--- src/rtl/ser_tx_pkg.sv ---
package ser_tx_pkg;

  // True when the measured strobe spacing equals one full word.
  function automatic logic gap_is_regular(input int unsigned gap, input int unsigned word_w);
    return gap == word_w;
  endfunction

  // Spacing counter step, saturating one past the word length.
  function automatic int unsigned gap_advance(input int unsigned gap, input int unsigned word_w);
    return (gap > word_w) ? gap : gap + 1;
  endfunction

  // Level driven on a line output.
  function automatic logic line_level(input logic loop, input logic bit_v);
    return loop ? 1'b1 : bit_v;
  endfunction

  // Level driven on the internal wrap output.
  function automatic logic wrap_level(input logic loop, input logic bit_v);
    return loop ? bit_v : 1'b1;
  endfunction

endpackage

--- src/rtl/ser_tx_capture.sv ---
module ser_tx_capture
  import ser_tx_pkg::*;
#(
  parameter int WORD_W = 10
) (
  input  logic              clk,
  input  logic              rst,
  input  logic              word_stb,
  input  logic [WORD_W-1:0] word_in,
  output logic [WORD_W-1:0] hold_word,
  output logic              load_pulse,
  output logic              err_align
);
  localparam int GAP_W = $clog2(WORD_W + 2);

  logic [GAP_W-1:0] gap_q;
  logic             armed_q;

  always_ff @(posedge clk) begin
    if (rst) begin
      hold_word  <= '0;
      load_pulse <= 1'b0;
      err_align  <= 1'b0;
      gap_q      <= '0;
      armed_q    <= 1'b0;
    end else begin
      load_pulse <= word_stb;
      err_align  <= word_stb && armed_q &&
                    !gap_is_regular(int'(gap_q), WORD_W);
      if (word_stb) begin
        hold_word <= word_in;
        gap_q     <= GAP_W'(1);
        armed_q   <= 1'b1;
      end else begin
        gap_q <= GAP_W'(gap_advance(int'(gap_q), WORD_W));
      end
    end
  end
endmodule

--- src/rtl/ser_tx_shifter.sv ---
module ser_tx_shifter #(
  parameter int WORD_W = 10
) (
  input  logic              clk,
  input  logic              rst,
  input  logic              load_pulse,
  input  logic [WORD_W-1:0] hold_word,
  output logic              ser_bit
);
  logic [WORD_W-1:0] sh_q;
  logic              started_q;

  always_ff @(posedge clk) begin
    if (rst) begin
      sh_q      <= '0;
      started_q <= 1'b0;
      ser_bit   <= 1'b1;
    end else begin
      ser_bit <= started_q ? sh_q[0] : 1'b1;
      if (load_pulse) begin
        sh_q      <= hold_word;
        started_q <= 1'b1;
      end else begin
        sh_q <= {1'b1, sh_q[WORD_W-1:1]};
      end
    end
  end
endmodule

--- src/rtl/ser_tx_route.sv ---
module ser_tx_route
  import ser_tx_pkg::*;
#(
  parameter int N_LINE = 2
) (
  input  logic              loop_en,
  input  logic              ser_bit,
  output logic [N_LINE-1:0] lines,
  output logic              wrap_bit
);
  for (genvar g = 0; g < N_LINE; g++) begin : g_line
    assign lines[g] = line_level(loop_en, ser_bit);
  end
  assign wrap_bit = wrap_level(loop_en, ser_bit);
endmodule

--- src/rtl/ser_tx_lsb.sv ---
module ser_tx_lsb #(
  parameter int WORD_W = 10
) (
  input  logic              clk,
  input  logic              rst,
  input  logic              word_stb,
  input  logic [WORD_W-1:0] word_in,
  input  logic              loop_en,
  output logic              line_a,
  output logic              line_b,
  output logic              wrap_out,
  output logic              err_align
);
  localparam int N_LINE = 2;

  logic [WORD_W-1:0] hold_word;
  logic              load_pulse;
  logic              ser_bit;
  logic [N_LINE-1:0] lines;

  ser_tx_capture #(.WORD_W(WORD_W)) u_cap (
    .clk(clk), .rst(rst), .word_stb(word_stb), .word_in(word_in),
    .hold_word(hold_word), .load_pulse(load_pulse), .err_align(err_align)
  );

  ser_tx_shifter #(.WORD_W(WORD_W)) u_shf (
    .clk(clk), .rst(rst), .load_pulse(load_pulse),
    .hold_word(hold_word), .ser_bit(ser_bit)
  );

  ser_tx_route #(.N_LINE(N_LINE)) u_rte (
    .loop_en(loop_en), .ser_bit(ser_bit), .lines(lines), .wrap_bit(wrap_out)
  );

  assign line_a = lines[0];
  assign line_b = lines[1];
endmodule

--- config.mk ---
export PLATFORM = sky130hd
export DESIGN_NAME = ser_tx_lsb
export DESIGN_NICKNAME = d
export VERILOG_FILES = /design/src/rtl/ser_tx_pkg.sv /design/src/rtl/ser_tx_capture.sv /design/src/rtl/ser_tx_shifter.sv /design/src/rtl/ser_tx_route.sv /design/src/rtl/ser_tx_lsb.sv
export SDC_FILE = /design/constraint.sdc
export NUM_CORES = 1
export LEC_CHECK = 0
export ABC_AREA = 1
export BUFFER_PORTS_ARGS = -buffer_cell sky130_fd_sc_hd__buf_4
export CAP_MARGIN = 20
export CORE_MARGIN = 2
export CORE_UTILIZATION = 25
export CTS_CLUSTER_SIZE = 10
export DETAILED_ROUTE_END_ITERATION = 12
export GPL_TIMING_DRIVEN = 0
export MAX_ROUTING_LAYER = met4
export PLACE_DENSITY = 0.42
export RECOVER_POWER = 50
export SYNTH_ARGS = -nofsm -noshare
export SYNTH_HDL_FRONTEND = slang
export SYNTH_HIERARCHICAL = 1
export SYNTH_SLANG_ARGS = --single-unit
--- constraint.sdc ---
create_clock -name clk -period 2.4 [get_ports clk]
set_clock_uncertainty 0.05 [all_clocks]
set_input_delay 0.12 -clock clk [delete_from_list [all_inputs] [get_ports clk]]
set_output_delay 0.12 -clock clk [all_outputs]
set_load 0.1 [all_outputs]
==> out/results.tsv, run 1 <==
metric	value	unit
Chip Width	72.30	microns
register bit total from synthesis	29	
Placement Rows	24	
Unique masters post-synth	20	
final clock period utilization by the worst path	51.80	%
leakage power summed over all cells	0.0006493	uW
largest driver fanout on the critical path	2	
headroom to the max-slew limit	65.90	%
critical path, cell by cell	inv_1 > nand2_1 > buf_4 > buf_4	
global-route wire length before repair	3498	microns
Overflow after GRT	0	
largest net degree at the start of global routing	11	
Worst Path Class, Setup	register to primary output	
number of DRC markers after the initial detailed-route iteration	15	
transition at the pin with the smallest max-transition slack	0.5116	ns
placer's final routability congestion estimate	0.7098	
wirelength, routed	2094	microns
maximum ir drop on the vdd rail	0.2832	mV
post-synthesis instance total	132	
CTS clk-pin slew, worst paths	0.06	ns
part of the Yosys area used for sequential elements	49.79	%
Total Die Area	0.005227	sq mm
outcome	finished clean	
commonest non-fill, non-tap cells in the layout	dfxtp_1, nand2_1, inv_1, nor2_2, buf_4	
top achievable clock speed	804.5	MHz
Worst Setup Slack, final	1.157	ns
most common cell after layout, fill and taps aside	dfxtp_1	
y dimension of the die	72.30	microns
net switching fraction of the power	25.31	%
TritonCTS sink count	29	
via/cell ratio	4.051	
number of ports placed on the die boundary	18	
CP Capture Type	primary output	
mean area per synthesized cell	8.834	sq um
internal cell power	767.2	uW
quantity of I/O buffers inserted on ports	17	
antenna violations before repair	0	
type of the most critical hold path	primary input to register	
diodes inserted	0	
clock root cell	clkbuf_8	
final-report setup violation count	0	
CTS tree	done	
Gates resized, CTS repair	0	
H-tree depth	2	
Syn Std Cell Area	0.001166	sq mm
CP max-delay cell	dfxtp_1	
number of nets in the synthesized netlist	148	
Max stage delay on crit path	0.31	ns
switching power	259.9	uW
share of total power in the clock network	37.0	%
RSZ-0062 raised after global routing	false	
arrival time at the worst endpoint	1.07	ns
clock tree buffer depth	2	
total clock buffers created by CTS	5	
power per cell area	691.0	mW/mm^2
Total Nets Final	179	
source-to-sink clock delay at the later pin of the worst-skew pair	0.28	ns
number of nets with antenna violations after routing	0	
worst setup slack before clock tree synthesis	1.204	ns
Logic pwr share	12.1	%
detailed placer's ending HPWL	1557	microns
routed wire length per instance	9.694	microns
maximum capacitance violations	0	
global-route usage over all layers	9.072	%
total power consumption of the routed design	1027	uW
count of final max-slew check failures	0	
most used cell along the critical path	buf_4	
fraction of final layout cells with drive strength greater than 1	34.15	%
count of endpoints failing hold in the final timing report	0	
via count of the first global-routing pass	799	
Core ar.	0.004414	sq mm
number of optimization iterations in the first detailed-route pass	4	
CP startpoint kind	register	
signed area change from the synthesized netlist to the final layout	27.47	%
total number of vias	875	
setup TNS after final layout	0	ns
DRC	0	
number of warnings issued by yosys	6	
post-route minimum period	1.243	ns
Flop pwr share	50.9	%
Initial Utilization	26.42	%
data required time of the worst path	2.23	ns
## worst paths after layout
kind	from	to	slack [ns]	cells after the start
max	u_shf/ser_bit$_SDFF_PP1_	line_b	1.16	4
min	word_in[6]	u_cap/hold_word[6]$_SDFFE_PP0P_	0.009	2
max reg2reg	u_cap/gap_q[0]$_SDFFE_PP0P_	u_cap/gap_q[0]$_SDFFE_PP0P_	1.17	8
min reg2reg	u_shf/sh_q[0]$_SDFF_PP0_	u_shf/ser_bit$_SDFF_PP1_	0.36	2
## kinds of logic after synthesis
logic type                 Yosys count  share of synthesized area [%]
adders and majority gates            2                          2.146
buffers and inverters               26                          11.69
and+or+nand+nor                     59                          25.11
DFF                                 29                          49.79
AOI/OAI and AO/OA                   16                          11.27
## synth_stat cells (all sizes together)
library cell  count  area (sq um)
nand3             4         20.02
a21oi             5         25.02
buf               5         57.55
inv              21         78.82
or2               1         8.760
nor3              2         10.01
a21boi            1         7.510
nand3b            1         7.510
dfxtp            29         580.6
nand2            29         118.9
nor2             22         127.6
a22o             10         98.85
ha                2         25.02
## metrics by stage
step	util [%]	area (sq um)	hold WS, ns	std cells
after global placement	30.78	1359	0.2853	201
after floorplan	-	1166	0.1391	132
after global routing	33.67	1486	0.004382	216
final	33.67	1486	0.008882	216
after detailed placement	30.78	1359	0.2879	201
after CTS	34.24	1511	0.001765	216
## worst max-delay path: cells and delay by family, from the launching register on
kind / cells / cell delay [ns]
buf+inv: 3 / 0.41
flops: 1 / 0.31
simple gates: 1 / 0.07
## layer usage
| metal | track usage (%) | share of wire (%) | wire length [microns] |
|---|---|---|---|
| met4 | 4.403 | 2.2 | 46 |
| met3 | 3.333 | 4.1 | 85 |
| met5 | - | 0 | 0 |
| met1 | 12.13 | 51 | 1059 |
| met2 | 11.93 | 43 | 903 |
## flip-flops by register name, summed over array words and instances, names as in the netlist
signal / count
u_cap/hold_word: 10
u_shf/started_q: 1
u_cap/armed_q: 1
u_shf/sh_q: 10
u_cap/load_pulse: 1
u_shf/ser_bit: 1
u_cap/gap_q: 4
u_cap/err_align: 1
## power by group through the flow
stage | clock network (uW) | registers (uW) | logic (uW)
after global routing | 417 | 526 | 137
after detailed placement | 0 | 534 | 122
after floorplan | 0 | 535 | 83.9
after CTS | 394 | 523 | 132
after global placement | 0 | 533 | 121
final | 380 | 523 | 124
## layout make-up
class / instances / area, sq um
fillers: 473 / 2928
flip-flops and latches: 29 / 580.6
multi-input cells: 77 / 446.7
repair buffers: 24 / 193.9
inverters: 21 / 78.83
clock buffers: 6 / 72.57
well taps: 52 / 65.06
plain buffers: 5 / 38.79
clock inverters: 2 / 10.01
## timing repair
item,CTS,global route
hold endpoints to repair,7,0
hold buffers,7,0
buffers inserted,0,0
Power figures use the tool's default switching activity.
==> run 2: changes to the inputs <==
--- a/config.mk
+++ b/config.mk
@@ -14,7 +14,7 @@
 export DETAILED_ROUTE_END_ITERATION = 12
 export GPL_TIMING_DRIVEN = 0
 export MAX_ROUTING_LAYER = met4
-export PLACE_DENSITY = 0.42
+export PLACE_DENSITY = 0.43
 export RECOVER_POWER = 50
 export SYNTH_ARGS = -nofsm -noshare
 export SYNTH_HDL_FRONTEND = slang
==> constraint.sdc (replaced) <==
create_clock -name clk -period 1 [get_ports clk]
set_clock_uncertainty 0.05 [all_clocks]
set_input_delay 0.05 -clock clk [delete_from_list [all_inputs] [get_ports clk]]
set_output_delay 0.05 -clock clk [all_outputs]
set_load 0.1 [all_outputs]
==> run 2 against run 1 <==
Effect of this change: the run now ends with setup timing left; sequential share of layout area fell by 3.6 points; worst hold slack better by 0.096 ns; via count grew 4.6%; combinational power rose to 2.9 times the previous value; sequential power up 140%; critical path depth did not move; global-route usage rose by 1.9 points; die area unchanged; critical path type unchanged; largest power group unchanged.
==> out/results.tsv, run 2 (same netlist as run 1, synthesis figures left out) <==
metric	value	unit	change
outcome	finished with violations		
failing checks	setup timing		
final clock period utilization by the worst path	107.5	%	
clock root cell	clkbuf_8		
transition at the pin with the smallest max-transition slack	0.4532	ns	-0.05836 ns
count of final max-slew check failures	0		unchanged
footprint of the multi-input gates	511.7	sq um	+15%
signed area change from the synthesized netlist to the final layout	43.03	%	
count of endpoints failing hold in the final timing report	0		unchanged
Initial Utilization	26.42	%	unchanged
via/cell ratio	4.140		+2.2%
register area	591.8	sq um	+1.9%
Total Die Area	0.005227	sq mm	unchanged
number of DRC markers after the initial detailed-route iteration	21		+6
fraction of final layout cells with drive strength greater than 1	46.75	%	+13 points
Filler Cell Count	459		-3.0%
clock tree buffer depth	2		unchanged
top achievable clock speed	930.4	MHz	
placer's final routability congestion estimate	0.7287		+2.7%
data required time of the worst path	0.90	ns	-1.33 ns
y dimension of the die	72.30	microns	unchanged
type of the most critical hold path	primary input to register		
biggest regs	u_cap/hold_word: 10 flops, u_shf/sh_q: 10 flops, u_cap/gap_q: 4 flops		
Chip Width	72.30	microns	unchanged
global-route wire length before repair	4153	microns	+19%
worst setup slack before clock tree synthesis	-0.1219	ns	-1.326 ns
CP startpoint kind	register		
detailed placer's ending HPWL	1529	microns	-1.8%
final-report setup violation count	5		+5
commonest non-fill, non-tap cells in the layout	dfxtp_1, nand2_1, nor2_2		
post-route minimum period	1.075	ns	
headroom to the max-slew limit	69.79	%	+3.9 points
wirelength, routed	2322	microns	+11%
TritonCTS sink count	29		unchanged
Crit. Startpoint	u_shf/ser_bit$_SDFF_PP1_		
Placement Rows	24		unchanged
CP Capture Type	primary output		
total clock buffers created by CTS	5		unchanged
H-tree depth	2		unchanged
number of nets with antenna violations after routing	0		unchanged
Total Nets Final	185		+3.4%
source-to-sink clock delay at the later pin of the worst-skew pair	0.27	ns	about the same
maximum capacitance violations	0		unchanged
routed wire length per instance	10.51	microns	+8.4%
DRC	0		unchanged
RSZ-0062 raised after global routing	true		
antenna violations before repair	0		unchanged
Overflow after GRT	0		unchanged
via count of the first global-routing pass	954		+19%
number of ports placed on the die boundary	18		unchanged
global-route usage over all layers	10.96	%	+1.9 points
power per cell area	1543	mW/mm^2	+120%
arrival time at the worst endpoint	0.97	ns	-0.10 ns
Core ar.	0.004414	sq mm	unchanged
number of optimization iterations in the first detailed-route pass	4		unchanged
start of the worst register-to-register path	u_cap/gap_q[0]$_SDFFE_PP0P_		
CTS clk-pin slew, worst paths	0.06	ns	about the same
Worst Setup Slack, final	-0.07478	ns	-1.232 ns
quantity of I/O buffers inserted on ports	17		unchanged
largest net degree at the start of global routing	11		unchanged
CTS tree	done		
maximum ir drop on the vdd rail	0.7187	mV	+150%
largest driver fanout on the critical path	2		unchanged
total number of vias	915		+4.6%
leakage power summed over all cells	0.0007284	uW	+12%
Worst Path Class, Setup	register to primary output		
most common cell after layout, fill and taps aside	dfxtp_1		
diodes inserted	0		unchanged
setup slack on the worst flop-to-flop path	-0.06	ns	-1.23 ns
total power consumption of the routed design	2573	uW	+150%
worst hold path startpoint	word_stb		
run 2: area by class of cell:
type                       instances  share of cell area (%)
sequential                        29                   35.48
multi-input combinational         77                   30.68
timing repair buffer              30                   16.80
clock buffer                       7                   5.176
inverter                          21                   4.726
tap                               52                   3.901
buffer                             5                   3.226
run 2: worst max-delay path, cell delays in order, from the launching register on:
cell     delay (ns)
dfxtp_2        0.31
inv_2          0.07
nand2_4        0.05
buf_6          0.11
buf_12         0.15
run 2: path summary, 6_finish.rpt:
check / end / cells past startpoint
worst min-delay path: u_cap/err_align$_SDFF_PP0_ / 4
worst max-delay path: line_b / 4
worst max register to register: u_cap/gap_q[0]$_SDFFE_PP0P_ / 8
worst min register to register: u_shf/ser_bit$_SDFF_PP1_ / 2
run 2: what timing repair did:
item	in CTS	in global routing
buffers inserted	1	0
endpoints found under the hold margin	14	0
hold buffers	12	0
gates resized for setup	18	7
endpoints found under the setup margin	7	7
pin swaps	6	1
run 2: stage by stage:
stage | util [%] | cells | cell area [sq um] | hold slack, ns | setup TNS (ns)
5_1_grt | 37.78 | 221 | 1668 | 0.09866 | -0.5643
4_1_cts | 37.47 | 221 | 1654 | 0.02116 | -0.2002
6_report | 37.78 | 221 | 1668 | 0.1046 | -0.1989
3_3_place_gp | 31.35 | 201 | 1384 | 0.2147 | -0.2437
2_1_floorplan | - | 132 | 1191 | 0.06165 | -0.1213
3_5_place_dp | 31.35 | 201 | 1384 | 0.2186 | -0.3345
run 2: report_power, final:
part | internal [uW] | leakage [uW] | switching, uW
clock | 545 | 0.0000443 | 413
combinational | 177 | 0.000443 | 181
sequential | 1220 | 0.000241 | 34.1
total | 1940 | 0.000728 | 629
run 2: layer usage:
layer / track usage (%) / part of all wire [%] / vias to the layer above
met5: - / 0 / -
met4: 6.918 / 2.2 / 0
met3: 3.750 / 3.5 / 5
met2: 16.11 / 44 / 18
met1: 12.76 / 50 / 410
li1: - / - / 482
==> run 3: changes to the inputs <==
--- a/config.mk
+++ b/config.mk
@@ -6,7 +6,7 @@
 export NUM_CORES = 1
 export LEC_CHECK = 0
 export ABC_AREA = 1
-export BUFFER_PORTS_ARGS = -buffer_cell sky130_fd_sc_hd__buf_4
+export BUFFER_PORTS_ARGS = -buffer_cell sky130_fd_sc_hd__buf_2
 export CAP_MARGIN = 20
 export CORE_MARGIN = 2
 export CORE_UTILIZATION = 25
==> run 3 against run 2 <==
Effect of this change: the run still ends with setup timing left; cell area decreased by 2.1%; sequential power about the same; critical path depth stayed put; first-iteration DRC count did not move; worst hold slack worse by 0.095 ns; fmax about the same; clock power up 9.6%; non-clock buffer count decreased by 1; via count down 2.0%; critical endpoint unchanged; largest cell class unchanged; highest routed layer unchanged.
==> out/results.tsv, run 3 (same netlist as run 1, synthesis figures left out) <==
metric	value	unit	change
outcome	finished with violations		
failing checks	setup timing		
leakage power summed over all cells	0.0007108	uW	-2.4%
Routed met3 length	61	microns	-25%
Total Nets Final	184		-0.54%
via count of the first global-routing pass	825		-14%
signed area change from the synthesized netlist to the final layout	40.02	%	
clock root cell	clkbuf_8		
setup slack on the worst flop-to-flop path	-0.05	ns	about the same
largest net degree at the start of global routing	11		unchanged
placer's final routability congestion estimate	0.7300		+0.18%
global-route usage over all layers	9.393	%	-1.6 points
top layer used by detailed routing	met4		
number of ports placed on the die boundary	18		unchanged
source-to-sink clock delay at the later pin of the worst-skew pair	0.27	ns	about the same
number of nets with antenna violations after routing	0		unchanged
Worst Path Class, Setup	register to primary output		
power per cell area	1616	mW/mm^2	+4.8%
antenna violations before repair	0		unchanged
CTS tree	done		
Worst Setup Slack, final	-0.07476	ns	+0.00001800 ns
count of final max-slew check failures	0		unchanged
Finished Core Util	36.99	%	-0.79 points
CP startpoint kind	register		
most common cell after layout, fill and taps aside	dfxtp_1		
TritonCTS sink count	29		unchanged
RSZ-0062 raised after global routing	true		
type of the most critical hold path	primary input to register		
Chip Width	72.30	microns	unchanged
total clock buffers created by CTS	5		unchanged
post-route minimum period	1.075	ns	-0.00001800 ns
maximum ir drop on the vdd rail	0.8955	mV	+25%
largest driver fanout on the critical path	2		unchanged
headroom to the max-slew limit	68.73	%	-1.1 points
quantity of I/O buffers inserted on ports	17		unchanged
H-tree depth	2		unchanged
Final Instance Count excl. Fillers	221		unchanged
DRC	0		unchanged
Total Die Area	0.005227	sq mm	unchanged
detailed placer's ending HPWL	1479	microns	-3.2%
start of the worst register-to-register path	u_cap/gap_q[0]$_SDFFE_PP0P_		
biggest regs	u_cap/hold_word: 10 flops, u_shf/sh_q: 10 flops, u_cap/gap_q: 4 flops		
Placement Rows	24		unchanged
wirelength, routed	2116	microns	-8.9%
diodes inserted	0		unchanged
final clock period utilization by the worst path	107.5	%	about the same
top achievable clock speed	930.4	MHz	about the same
routed metal-1 wire length	1112	microns	-4.1%
number of placed cells counting well taps	201		unchanged
global-route wire length before repair	3657	microns	-12%
number of DRC markers after the initial detailed-route iteration	21		unchanged
arrival time at the worst endpoint	0.97	ns	about the same
Initial Utilization	26.42	%	unchanged
count of cells along the worst register-to-register path	8		unchanged
Overflow after GRT	0		unchanged
y dimension of the die	72.30	microns	unchanged
CP Capture Type	primary output		
data required time of the worst path	0.90	ns	about the same
count of endpoints failing hold in the final timing report	0		unchanged
clock tree buffer depth	2		unchanged
fraction of final layout cells with drive strength greater than 1	46.75	%	unchanged
via/cell ratio	4.059		-2.0%
WHS Endpoint	u_cap/armed_q$_SDFFE_PP0P_		
total cell area at the placement stage	0.001341	sq mm	-3.1%
number of optimization iterations in the first detailed-route pass	4		unchanged
commonest non-fill, non-tap cells in the layout	dfxtp_1, nand2_1, nor2_2		
worst setup slack before clock tree synthesis	-0.1301	ns	-0.008143 ns
final-report setup violation count	5		unchanged
worst hold path startpoint	word_stb		
Core ar.	0.004414	sq mm	unchanged
wire length on met2	923	microns	-10%
total number of vias	897		-2.0%
maximum capacitance violations	0		unchanged
final cell area excluding filler cells	0.001633	sq mm	-2.1%
hold path cells	3		-1
CTS clk-pin slew, worst paths	0.06	ns	about the same
worst r2r dst	u_cap/gap_q[2]$_SDFFE_PP0P_		
routed wire length per instance	9.575	microns	-8.9%
setup TNS after final layout	-0.1846	ns	+0.01422 ns
transition at the pin with the smallest max-transition slack	0.4690	ns	+0.01585 ns
run 3: critical path, cell delays in order (launching register included):
cell and delay (ns):
dfxtp_2 0.31, inv_2 0.07, nand2_4 0.05, buf_6 0.11
buf_12 0.15
run 3: worst max path at each step:
stage                                           start                           to  slack, ns  depth (start not counted)
after detailed placement  u_cap/gap_q[0]$_SDFFE_PP0P_  u_cap/gap_q[0]$_SDFFE_PP0P_      -0.13                          8
after floorplan              u_shf/ser_bit$_SDFF_PP1_                       line_b      -0.06                          3
after global placement    u_cap/gap_q[0]$_SDFFE_PP0P_  u_cap/gap_q[0]$_SDFFE_PP0P_       -0.1                          8
final                        u_shf/ser_bit$_SDFF_PP1_                       line_b      -0.07                          4
after global routing         u_shf/ser_bit$_SDFF_PP1_                       line_b      -0.12                          4
after CTS                    u_shf/ser_bit$_SDFF_PP1_                       line_b      -0.09                          4
run 3: per-layer routing:
metal	vias up	GRT usage, %
li1	479	-
met1	401	11.93
met2	15	13.25
met3	2	2.500
met4	0	5.660
met5	-	-
run 3: through the flow:
stage | power (uW) | hold WS [ns]
floorplan | 1494 | 0.06165
global route | 2795 | 0.03092
global placement | 1562 | 0.2145
CTS | 2692 | 0.0001331
finish | 2639 | 0.009331
detailed placement | 1566 | 0.2164
run 3: report_power, final:
part	switching [uW]	internal [uW]
Sequential	33.6	1220
Combinational	172	161
Clock	430	621
run 3: layout make-up:
type,instances,area (sq um)
fillers,435,2781
well taps,52,65.06
multi-input cells,77,495.5
inverters,21,81.33
clock buffers,7,96.34
clock inverters,1,5.005
plain buffers,5,53.80
flip-flops and latches,29,591.8
repair buffers,29,244.0
run 3: timing repair:
action | CTS | global route
hold buffers | 11 | 0
setup buffers | 1 | 0
resized for setup | 22 | 5
pin swaps | 6 | 2
gates cloned | 0 | 0
hold endpoints to repair | 14 | 0
setup endpoints to repair | 8 | 8
